## src/rtl/dtg_pkg.sv

```systemverilog
`timescale 1ns/1ps
package dtg_pkg;
  // Strobes from control to datapath, one set per channel
  typedef struct packed {
    logic load;   // edge seen: reload counter, drop both outputs
    logic dec;    // tick while counting down
    logic fire;   // tick with counter at zero: raise pending output
    logic side;   // 1: the true output is the one pending
  } dtgStrobe_t;
endpackage

```

## src/rtl/dtg_ctrl.sv

```systemverilog
`timescale 1ns/1ps
module dtg_ctrl
  import dtg_pkg::*;
(
  input  logic       clk,
  input  logic       rstN,
  input  logic       pwmIn,
  input  logic       tickEn,
  input  logic       cntZero,
  output dtgStrobe_t st
);
  logic pwmQ;
  logic pending;
  logic edgeSeen;

  assign edgeSeen = (pwmIn != pwmQ);

  always_comb begin
    st.load = edgeSeen;
    st.side = edgeSeen ? pwmIn : pwmQ;
    st.dec  = !edgeSeen && pending && tickEn && !cntZero;
    st.fire = !edgeSeen && pending && tickEn && cntZero;
  end

  always_ff @(posedge clk or negedge rstN) begin
    if (!rstN) begin
      pwmQ    <= 1'b0;
      pending <= 1'b1;
    end else if (edgeSeen) begin
      pwmQ    <= pwmIn;
      pending <= 1'b1;
    end else if (st.fire) begin
      pending <= 1'b0;
    end
  end

  // a new edge always re-arms the pending rise
  a_r7_rearm: assert property (@(posedge clk) disable iff (!rstN)
    edgeSeen |=> pending);
  // nothing progresses in a cycle without a tick
  a_r6_idle_no_strobe: assert property (@(posedge clk) disable iff (!rstN)
    !tickEn |-> !(st.dec || st.fire));
endmodule

```

## src/rtl/dtg_datapath.sv

```systemverilog
`timescale 1ns/1ps
module dtg_datapath
  import dtg_pkg::*;
#(
  parameter int DLY_W = 4
) (
  input  logic             clk,
  input  logic             rstN,
  input  dtgStrobe_t       st,
  input  logic [DLY_W-1:0] dlyTrue,
  input  logic [DLY_W-1:0] dlyInv,
  output logic             cntZero,
  output logic             outTrue,
  output logic             outInv
);
  logic [DLY_W-1:0] cnt;
  logic             trueQ;
  logic             invQ;

  assign cntZero = (cnt == '0);
  assign outTrue = trueQ;
  assign outInv  = invQ;

  always_ff @(posedge clk or negedge rstN) begin
    if (!rstN) begin
      cnt   <= '0;
      trueQ <= 1'b0;
      invQ  <= 1'b0;
    end else if (st.load) begin
      cnt   <= st.side ? dlyTrue : dlyInv;
      trueQ <= 1'b0;
      invQ  <= 1'b0;
    end else if (st.dec) begin
      cnt <= cnt - DLY_W'(1);
    end else if (st.fire) begin
      if (st.side) trueQ <= 1'b1;
      else         invQ  <= 1'b1;
    end
  end

  // complementary outputs never overlap
  a_r8_exclusive: assert property (@(posedge clk) disable iff (!rstN)
    !(outTrue && outInv));
  // rising PWM edge drops the inverted output next cycle
  a_r4_inv_drop: assert property (@(posedge clk) disable iff (!rstN)
    (st.load && st.side) |=> !outInv && !outTrue);
  // falling PWM edge drops the true output next cycle
  a_r3_true_drop: assert property (@(posedge clk) disable iff (!rstN)
    (st.load && !st.side) |=> !outTrue && !outInv);
  // no tick and no edge leaves the count and outputs frozen
  a_r6_hold: assert property (@(posedge clk) disable iff (!rstN)
    !(st.load || st.dec || st.fire) |=> $stable(cnt) && $stable(outTrue) && $stable(outInv));
endmodule

```

## src/rtl/dtg_top.sv

```systemverilog
`timescale 1ns/1ps
module dtg_top
  import dtg_pkg::*;
#(
  parameter int NUM_CH = 2,
  parameter int DLY_W  = 4
) (
  input  logic                 clk,
  input  logic                 rstN,
  input  logic [NUM_CH-1:0]    pwmIn,
  input  logic                 tickEn,
  input  logic                 cfgWrEn,
  input  logic [2*DLY_W-1:0]   cfgWrData,
  output logic [2*DLY_W-1:0]   cfgRdData,
  output logic [NUM_CH-1:0]    outTrue,
  output logic [NUM_CH-1:0]    outInv
);
  localparam int CFG_W = 2 * DLY_W;

  logic [CFG_W-1:0] cfgQ;
  logic [DLY_W-1:0] dlyTrue;
  logic [DLY_W-1:0] dlyInv;

  always_ff @(posedge clk or negedge rstN) begin
    if (!rstN)        cfgQ <= '0;
    else if (cfgWrEn) cfgQ <= cfgWrData;
  end

  assign cfgRdData = cfgQ;
  assign dlyTrue   = cfgQ[CFG_W-1:DLY_W];
  assign dlyInv    = cfgQ[DLY_W-1:0];

  // write data becomes visible on the read port one cycle later
  a_r2_write: assert property (@(posedge clk) disable iff (!rstN)
    cfgWrEn |=> cfgRdData == $past(cfgWrData));

  for (genvar ch = 0; ch < NUM_CH; ch++) begin : g_ch
    dtgStrobe_t st;
    logic       cntZero;

    dtg_ctrl u_ctrl (
      .clk     (clk),
      .rstN    (rstN),
      .pwmIn   (pwmIn[ch]),
      .tickEn  (tickEn),
      .cntZero (cntZero),
      .st      (st)
    );

    dtg_datapath #(.DLY_W(DLY_W)) u_dp (
      .clk     (clk),
      .rstN    (rstN),
      .st      (st),
      .dlyTrue (dlyTrue),
      .dlyInv  (dlyInv),
      .cntZero (cntZero),
      .outTrue (outTrue[ch]),
      .outInv  (outInv[ch])
    );

    // the true output only rises on a tick while PWM is high
    a_r4_true_rise: assert property (@(posedge clk) disable iff (!rstN)
      $rose(outTrue[ch]) |-> $past(pwmIn[ch]) && $past(tickEn));
    // the inverted output only rises on a tick while PWM is low
    a_r3_inv_rise: assert property (@(posedge clk) disable iff (!rstN)
      $rose(outInv[ch]) |-> !$past(pwmIn[ch]) && $past(tickEn));
  end
endmodule

```

## config.mk

```make
export PLATFORM = sky130hd
export DESIGN_NAME = dtg_top
export DESIGN_NICKNAME = d
export VERILOG_FILES = /design/src/rtl/dtg_pkg.sv /design/src/rtl/dtg_ctrl.sv /design/src/rtl/dtg_datapath.sv /design/src/rtl/dtg_top.sv
export SDC_FILE = /design/constraint.sdc
export NUM_CORES = 1
export LEC_CHECK = 0
export BUFFER_PORTS_ARGS = -buffer_cell sky130_fd_sc_hd__buf_4
export CAP_MARGIN = 20
export CELL_PAD_IN_SITES_DETAIL_PLACEMENT = 0
export CELL_PAD_IN_SITES_GLOBAL_PLACEMENT = 1
export CORE_ASPECT_RATIO = 0.9
export CORE_UTILIZATION = 42
export CTS_CLUSTER_SIZE = 12
export DETAILED_ROUTE_END_ITERATION = 8
export GPL_ROUTABILITY_DRIVEN = 0
export PLACE_DENSITY_LB_ADDON = 0.12
export SLEW_MARGIN = 20
export SYNTH_ARGS = -nofsm -noshare
export SYNTH_HDL_FRONTEND = slang
export SYNTH_HIERARCHICAL = 1
export SYNTH_SLANG_ARGS = --single-unit
export TNS_END_PERCENT = 5
```

## constraint.sdc

```tcl
create_clock -name clk -period 1.9 [get_ports clk]
set_input_delay 0.095 -clock clk [delete_from_list [all_inputs] [get_ports clk]]
set_output_delay 0.095 -clock clk [all_outputs]
set_load 0.02 [all_outputs]
```

==> results of run 1 <==
[worst paths after layout]
check	startpoint	to	slack (ns)	depth (start not counted)
min reg2reg	g_ch[0].u_dp/outInv$_DFFE_PN0P_	g_ch[0].u_dp/outInv$_DFFE_PN0P_	0.51	2
max	g_ch[0].u_dp/cnt[0]$_DFFE_PN0P_	g_ch[0].u_dp/cnt[3]$_DFFE_PN0P_	0.23	7
max in group asynchronous	rstN	g_ch[1].u_ctrl/pending$_DFFE_PN1P_	1.41	2
max reg2reg	g_ch[0].u_dp/cnt[0]$_DFFE_PN0P_	g_ch[0].u_dp/cnt[3]$_DFFE_PN0P_	0.23	7
min in group asynchronous	rstN	g_ch[0].u_dp/outTrue$_DFFE_PN0P_	0.21	2
min	tickEn	g_ch[0].u_ctrl/pending$_DFFE_PN1P_	0.08	3
[metal layers]
metal  GRT usage  vias to the layer above  wire (µm)
met5           0                        -          0
met4      0.0341                        0         15
met3      0.0426                        2        116
met2       0.271                       27       1030
met1       0.202                      414       1160
li1            -                      444          -
[sequential cells by signal, summed over array words and instances (netlist names)]
| name | count |
|---|---|
| cfgRdData | 8 |
| g_ch.u_ctrl/pending | 2 |
| g_ch.u_ctrl/pwmQ | 2 |
| g_ch.u_dp/cnt | 8 |
| g_ch.u_dp/outInv | 2 |
| g_ch.u_dp/outTrue | 2 |
[timing repair]
action,CTS,global route
hold buffers,7,2
buffers inserted,0,0
endpoints found under the hold margin,30,2
resized for setup,0,3
endpoints found under the setup margin,0,2
[stage by stage]
| step | utilization | setup slack, ns |
|---|---|---|
| 2_1_floorplan | - | 0.251 |
| 3_3_place_gp | 0.529 | 0.194 |
| 3_5_place_dp | 0.529 | 0.0730 |
| 4_1_cts | 0.563 | 0.0468 |
| 5_1_grt | 0.575 | 0.0625 |
| 6_report | 0.575 | 0.234 |
[Yosys cell counts, drive strengths merged]
library cell / n
a31oi: 4
xnor2: 2
mux2i: 10
xor2: 4
clkbuf: 2
dfrtp: 22
nor2: 10
or2: 2
nand2: 8
inv: 14
nor4b: 2
mux2: 10
dfstp: 2
nand3: 2
nor3b: 2
a21oi: 2
ha: 6
a21o: 2
buf: 5
o21ai: 4
[tightest hold or removal path, delay by kind of cell]
kind	cells	cell delay, ns
and+or+nand+nor	1	0.05
AOI/OAI and AO/OA	1	0.16
buffers and inverters	1	0.10
[power breakdown]
| part | internal [mW] | total, mW | leakage [nW] | switching [mW] |
|---|---|---|---|---|
| Sequential | 0.624 | 0.752 | 0.288 | 0.129 |
| Clock | 0.0821 | 0.228 | 0.0150 | 0.146 |
| Combinational | 0.267 | 0.521 | 0.494 | 0.254 |
[layout make-up]
cell class	instances	share of cell area
clock buffer	4	0.0161
sequential	24	0.370
multi-input combinational	70	0.371
timing repair buffer	36	0.180
tap	40	0.0307
inverter	14	0.0322
[logic make-up (layout without fill, tap and decap cells)]
family	after synthesis	in the layout	share of synthesized area
buffers and inverters	21	54	0.0745
and+or+nand+nor	26	26	0.118
xor gates and xnor gates	6	6	0.0407
adders and majority gates	6	6	0.0581
AOI/OAI and AO/OA	12	12	0.0542
muxes	20	20	0.188
DFF	24	24	0.467
==> summary by stage, run 1 <==
Run status
The flow ran to the end, and the final reports show no timing, DRC or antenna violations.

Power
The completed layout was analyzed and its total power is 1.50 mW. The power per standard cell area is 921 nW/µm². The leakage dissipation is 0.796 nW. VDD sags by at most 0.000402 V.

Route
The sum of routed wire length over all layers is 2320 µm. The detailed-route DRC error count is 0. The number of DRC markers in iteration 0 is 8. The via count normalized by instance count is 4.72. The first detailed-routing pass took 3 iterations.

The vias after detailed routing is 887. The count of nets left with antenna violations once routing finished came out at 0. The detailed-route wire length per cell is 12.3 µm.

Global route
The first-pass GRT wire length is 3710 µm. The total routing resource utilization after global routing is 0.159. After global routing the overflow that remains totals 0. The pin count of the biggest net entering global routing is 25.

The number of antenna violations at the first check in global routing is 0. The via count of the first global-routing pass is 837.

Yosys
Yosys printed 6 warnings. Counting every net in the synthesized netlist gives 135. The cell area after synthesis is 1290 µm².

dfrtp_1 takes more of the synthesized area than any other cell. The synthesized design contains 24 register bits. Yosys mapped the design onto 23 distinct sky130hd cell types. The register area share after synthesis is 0.467. The fraction of synthesized cell area taken by the top area cell type is 0.426. Dividing the synthesized area by the synthesized cell count gives 11.2 µm².

Sorting the synthesized cells by area gives the leading types as dfrtp_1 43%, mux2_4 9.3%, mux2i_1 7.7%, ha_1 5.8%, dfstp_2 4.1%. Synthesis produced a netlist whose cell count is 115.

Finish
The post-layout instance count excluding filler cells is 188. In the final layout, the share of cells above drive strength 1 is 0.324. Compared with the post-synthesis result, the final layout area differs by 26.1%. Leaving out fill and tap cells, the most frequent cells in the layout are 27 x buf_4, 22 x dfrtp_1, 14 x inv_1. The repair_antennas step left the layout with diodes totalling 0. Summing all non-filler instances in the final layout gives an area of 1630 µm².

The net count reported at finish is 169. The count of filler cells inserted in the layout is 256. Across the whole layout, storage elements account for 603 µm². In the final layout, the multi-input gates occupy 606 µm². Leaving out fill and tap cells, the most frequent cell in the layout is buf_4.

STA
The transition time of the tightest slew-check pin is 0.326 ns. The tightest hold margin is 0.0849 ns. Static timing analysis puts the maximum clock frequency at 600 MHz. The count of final hold-check violations came to 0.

The worst pin sits at a relative slew slack of 0.782. After layout, the minimum clock period comes to 1.67 ns. Setup violations remaining at the end of the flow were counted as 0. On the final layout, the worst clock skew is 0.000833 ns.

In the finished design, the share of the clock period the worst path needs comes to 0.877. After routing, the total negative slack on setup checks comes to 0 ns. The count of final max-slew check failures is 0. Setup repair after global routing left no endpoint under its margin.

Setup path
STA puts the critical path data arrival time at 1.87 ns. Of all nets on the critical path, the largest fanout is 6. By startpoint and endpoint, the worst setup path is classified as flip-flop to flip-flop. The worst-path cell with the longest stage delay is dfrtp_1. For this run, the slowest stage of the critical path takes 0.45 ns. The cell type group with the largest total delay on the critical path is simple AND/OR/NAND/NOR gates.

The required time of the critical path is 2.10 ns. The worst setup path is launched from a flip-flop. Traced cell by cell, the critical path runs through inv_1, ha_1, nor3b_2, nor2_4, nor4b_4, xnor2_1, mux2i_1. The number of buffers and inverters on the critical path is 1.

STA classifies the critical path endpoint as a flip-flop.

Die
The starting density of the core is 0.455. The die covers 3300 µm². The die is 60.5 µm wide. The die is 54.6 µm tall.

Row generation in the floorplan step produced 18 rows. For this design the top-level I/O count stands at 26. The core area is 2840 µm².

Clock network
Clock-pin slew was measured on the worst setup and hold paths at 0.12 ns. Buffers inserted during clock tree synthesis total 3. The cell chosen for the clock root is clkbuf_4. The latest clock arrival within the worst-skew pair is 0.31 ns.

The total number of H-tree levels is 1. The clock net in this run drives a total of 24 sinks. TritonCTS built the clock tree.

The number of buffers on the longest clock path is 2.

Min path
The tightest min-delay check is of the input pin to flip-flop type.

Job
The total of max-cap violations is 0.

Place
The half-perimeter wire length of the detailed placement result is 1670 µm. The post-placement cell count is 175. The quantity of I/O buffers inserted on ports is 25. The placed cell area is 1500 µm².
(Power assumes the default switching activity.)
==> inputs of run 2 (changes only) <==
--- a/config.mk
+++ b/config.mk
@@ -5,12 +5,13 @@
 export SDC_FILE = /design/constraint.sdc
 export NUM_CORES = 1
 export LEC_CHECK = 0
+export ABC_AREA = 1
 export BUFFER_PORTS_ARGS = -buffer_cell sky130_fd_sc_hd__buf_4
 export CAP_MARGIN = 20
 export CELL_PAD_IN_SITES_DETAIL_PLACEMENT = 0
 export CELL_PAD_IN_SITES_GLOBAL_PLACEMENT = 1
 export CORE_ASPECT_RATIO = 0.9
-export CORE_UTILIZATION = 42
+export CORE_UTILIZATION = 39
 export CTS_CLUSTER_SIZE = 12
 export DETAILED_ROUTE_END_ITERATION = 8
 export GPL_ROUTABILITY_DRIVEN = 0
==> summary by stage, run 2 <==
Run status
The flow ran to the end, and the final reports show no timing, DRC or antenna violations.

Die
The starting density of the core is 0.411. The floorplan step defined a die boundary enclosing 3470 µm². The die is 56.0 µm tall. 26 I/O pins were placed. The number of core rows is 19. The core area is 3070 µm². The horizontal die dimension is 61.9 µm.

Global route
The via count of the first global-routing pass is 1062. The first-pass GRT wire length is 4570 µm. The remaining global-route overflow is 0. The number of antenna violations at the first check in global routing is 0. Entering global routing, the biggest net connects 25 pins. In the global route stage, overall resource usage came out at 0.180.

Setup path
STA classifies the critical path endpoint as a flip-flop. Counting both buffers and inverters, the worst setup path holds a total of 2. The largest stage delay on the critical path is 0.41 ns.

The signal on the critical path passes through inv_1, ha_1, nor3b_1, nor2_1, nor2_1, inv_1, o221ai_1. Grouping stages by cell kind, the critical path spends the most delay in simple AND/OR/NAND/NOR gates. In this run the number of cells on the critical path is 7. The number of cells on the worst reg-to-reg path is 7.

The type of origin of the critical path is a flip-flop. The arrival time at the worst endpoint is 1.86 ns. For the worst setup path, the data required time is 2.14 ns. The maximum fanout count along the critical path is 5. The worst-path cell with the longest stage delay is dfrtp_1. The critical path class is flip-flop to flip-flop.

Yosys
Summed over all instances, the cell type with the most area after synthesis is dfrtp_1. The fraction of synthesized cell area taken by the top area cell type is 0.437. By count the netlist is led by 40 x nand2_1, 22 x dfrtp_1, 22 x inv_1. The share of async-settable or async-resettable flops after synthesis is 1.00. The most used standard cell by instance count after synthesis is nand2_1. The register area share after synthesis is 0.478. The total number of yosys warnings is 6. The most used flip-flop cell after synthesis is dfrtp_1. The post-synth net total is 178. Synthesis handed over a netlist of 158 instances. By area the synthesized netlist is led by dfrtp_1 44%, nand2_1 12%, inv_1 6.5%, ha_1 6.0%, nor2_1 6.0%.

The synthesized design contains 0 enable-type register cells. The cell area after synthesis is 1260 µm². The post-synthesis cell type count is 18.

A synthesized cell averages 7.98 µm². In this run, synthesis produced a sequential element count of 24.

STA
The count of final max-slew check failures is 0. The count of final hold-check violations is 0. For the final routed database, the setup TNS stands at 0 ns.

The worst path in the final design needs a cycle of 1.62 ns, including I/O delays and setup. The count of final setup violators is 0. Derived from the worst setup path, the maximum achievable clock frequency is 617 MHz. For the final database, setup skew stands at 0.00334 ns. For the pin with the worst max-slew slack, the measured transition is 0.306 ns. Setup repair after global routing left no endpoint under its margin. The post-route clock period utilization is 0.853. The max-slew headroom at the worst pin is 0.796.

Route
The count of nets left with antenna violations once routing finished came out at 0. Using the TritonRoute via totals, the vias-per-cell ratio works out to 4.71. After the first detailed-routing iteration, the DRC count stood at 55. The pre-antenna-repair detailed-routing pass consisted of 4 iterations. The detailed-route DRC error count is 0.

The sum of routed wire length over all layers is 2620 µm. The vias after detailed routing is 1107. Dividing the detail-routed wire length by the instance count gives 11.1 µm.

Finish
The antenna cell count is 0. The most common cell after layout, fill and taps aside is nand2_1. The post-layout instance count excluding filler cells is 235.

The net count reported at finish is 214. In the layout the commonest cells are 40 x nand2_1, 25 x buf_4, 22 x dfrtp_1, 22 x inv_1, 20 x nor2_1. From synthesis to final layout, the design area changed by 27.0%. The share of post-route cells with drive strength above 1 is 0.207.

Clock network
TritonCTS built the clock tree. After clock tree synthesis, the clock-pin slew on the worst setup and hold paths is 0.14 ns. The latest clock arrival within the worst-skew pair is 0.31 ns. The cell chosen for the clock root is clkbuf_4. The setup fix buffers added after clock tree synthesis is 0. In this run the number of H-tree levels came out at 1.

The number of clock buffers inserted by TritonCTS is 3. The tree built by TritonCTS fans out to 24 sinks. The clock passes through at most 2 buffers.

Place
The post-placement cell count is 222. Once detailed placement completed, the half-perimeter wirelength came to 1930 µm. During placement, the flow inserted port buffers numbering 25.

Power
Power spread over the standard cell area amounts to 966 nW/µm². The worst vdd rail ir drop is 0.000563 V. The leakage dissipation is 0.816 nW.

Min path
The worst min-delay path category is input pin to flip-flop. Counting instances, the worst hold path has a depth of 3.

Job
The tool flagged a number of max-cap violations equal to 0.
[run 2: through the flow]
step | utilization | cell area [µm²] | hold slack (ns) | power (mW) | setup WS (ns)
final | 0.522 | 1600 | 0.0394 | 1.55 | 0.280
after global routing | 0.522 | 1600 | 0.0392 | 1.70 | 0.0386
after CTS | 0.522 | 1600 | 0.0240 | 1.57 | 0.290
after detailed placement | 0.481 | 1480 | 0.0172 | 1.27 | 0.334
after global placement | 0.481 | 1480 | 0.0125 | 1.26 | 0.396
after floorplan | - | 1260 | -0.201 | 1.12 | 0.483
[run 2: worst paths after layout]
path                                                     from                                  to  slack, ns
max in group asynchronous                                rstN  g_ch[0].u_ctrl/pending$_DFFE_PN1P_       1.42
min in group asynchronous                                rstN       g_ch[1].u_ctrl/pwmQ$_DFF_PN0_       0.19
hold / removal                                        cfgWrEn            cfgRdData[5]$_DFFE_PN0P_       0.04
hold reg to reg            g_ch[0].u_ctrl/pending$_DFFE_PN1P_  g_ch[0].u_ctrl/pending$_DFFE_PN1P_       0.52
setup reg to reg              g_ch[1].u_dp/cnt[0]$_DFFE_PN0P_     g_ch[1].u_dp/cnt[1]$_DFFE_PN0P_       0.28
setup / recovery              g_ch[1].u_dp/cnt[0]$_DFFE_PN0P_     g_ch[1].u_dp/cnt[1]$_DFFE_PN0P_       0.28
[run 2: logic make-up (layout without fill, tap and decap cells)]
kind of cell / Yosys count / in the layout / synth area share
adders and majority gates: 6 / 6 / 0.0595
AOI/OAI and AO/OA: 22 / 22 / 0.101
buffers and inverters: 28 / 63 / 0.0952
DFF: 24 / 24 / 0.478
and+or+nand+nor: 78 / 78 / 0.266
[run 2: power by group]
part | internal, mW | leakage, nW | switching (mW) | total, mW
sequential | 0.628 | 0.294 | 0.0978 | 0.726
combinational | 0.229 | 0.501 | 0.317 | 0.546
clock | 0.117 | 0.0210 | 0.158 | 0.275
total | 0.974 | 0.816 | 0.573 | 1.55
[run 2: area by class of cell]
class,count,area [µm²]
Clock buffer,4,36.3
Fill cell,288,1470
Inverter,25,93.8
Multi-Input combinational cell,106,538
Sequential cell,24,603
Tap cell,42,52.6
Timing Repair Buffer,34,278
[run 2: worst register-to-register path, cell delays in order (launching register included)]
cell and delay [ns]:
dfrtp_1 0.41, inv_1 0.09, ha_1 0.19, nor3b_1 0.27
nor2_1 0.15, nor2_1 0.19, inv_1 0.08, o221ai_1 0.15
[run 2: routing by layer]
metal / GRT usage / up-vias / part of all wire / wire [µm]
li1: - / 577 / - / -
met1: 0.252 / 504 / 0.50 / 1310
met2: 0.278 / 24 / 0.46 / 1210
met3: 0.0279 / 2 / 0.031 / 81
met4: 0.0667 / 0 / 0.0057 / 15
met5: 0 / - / 0 / 0
[run 2: repair_timing]
| action | CTS | global route |
|---|---|---|
| hold buffers | 9 | 0 |
| hold endpoints to repair | 32 | 0 |
| resized for setup | 0 | 0 |
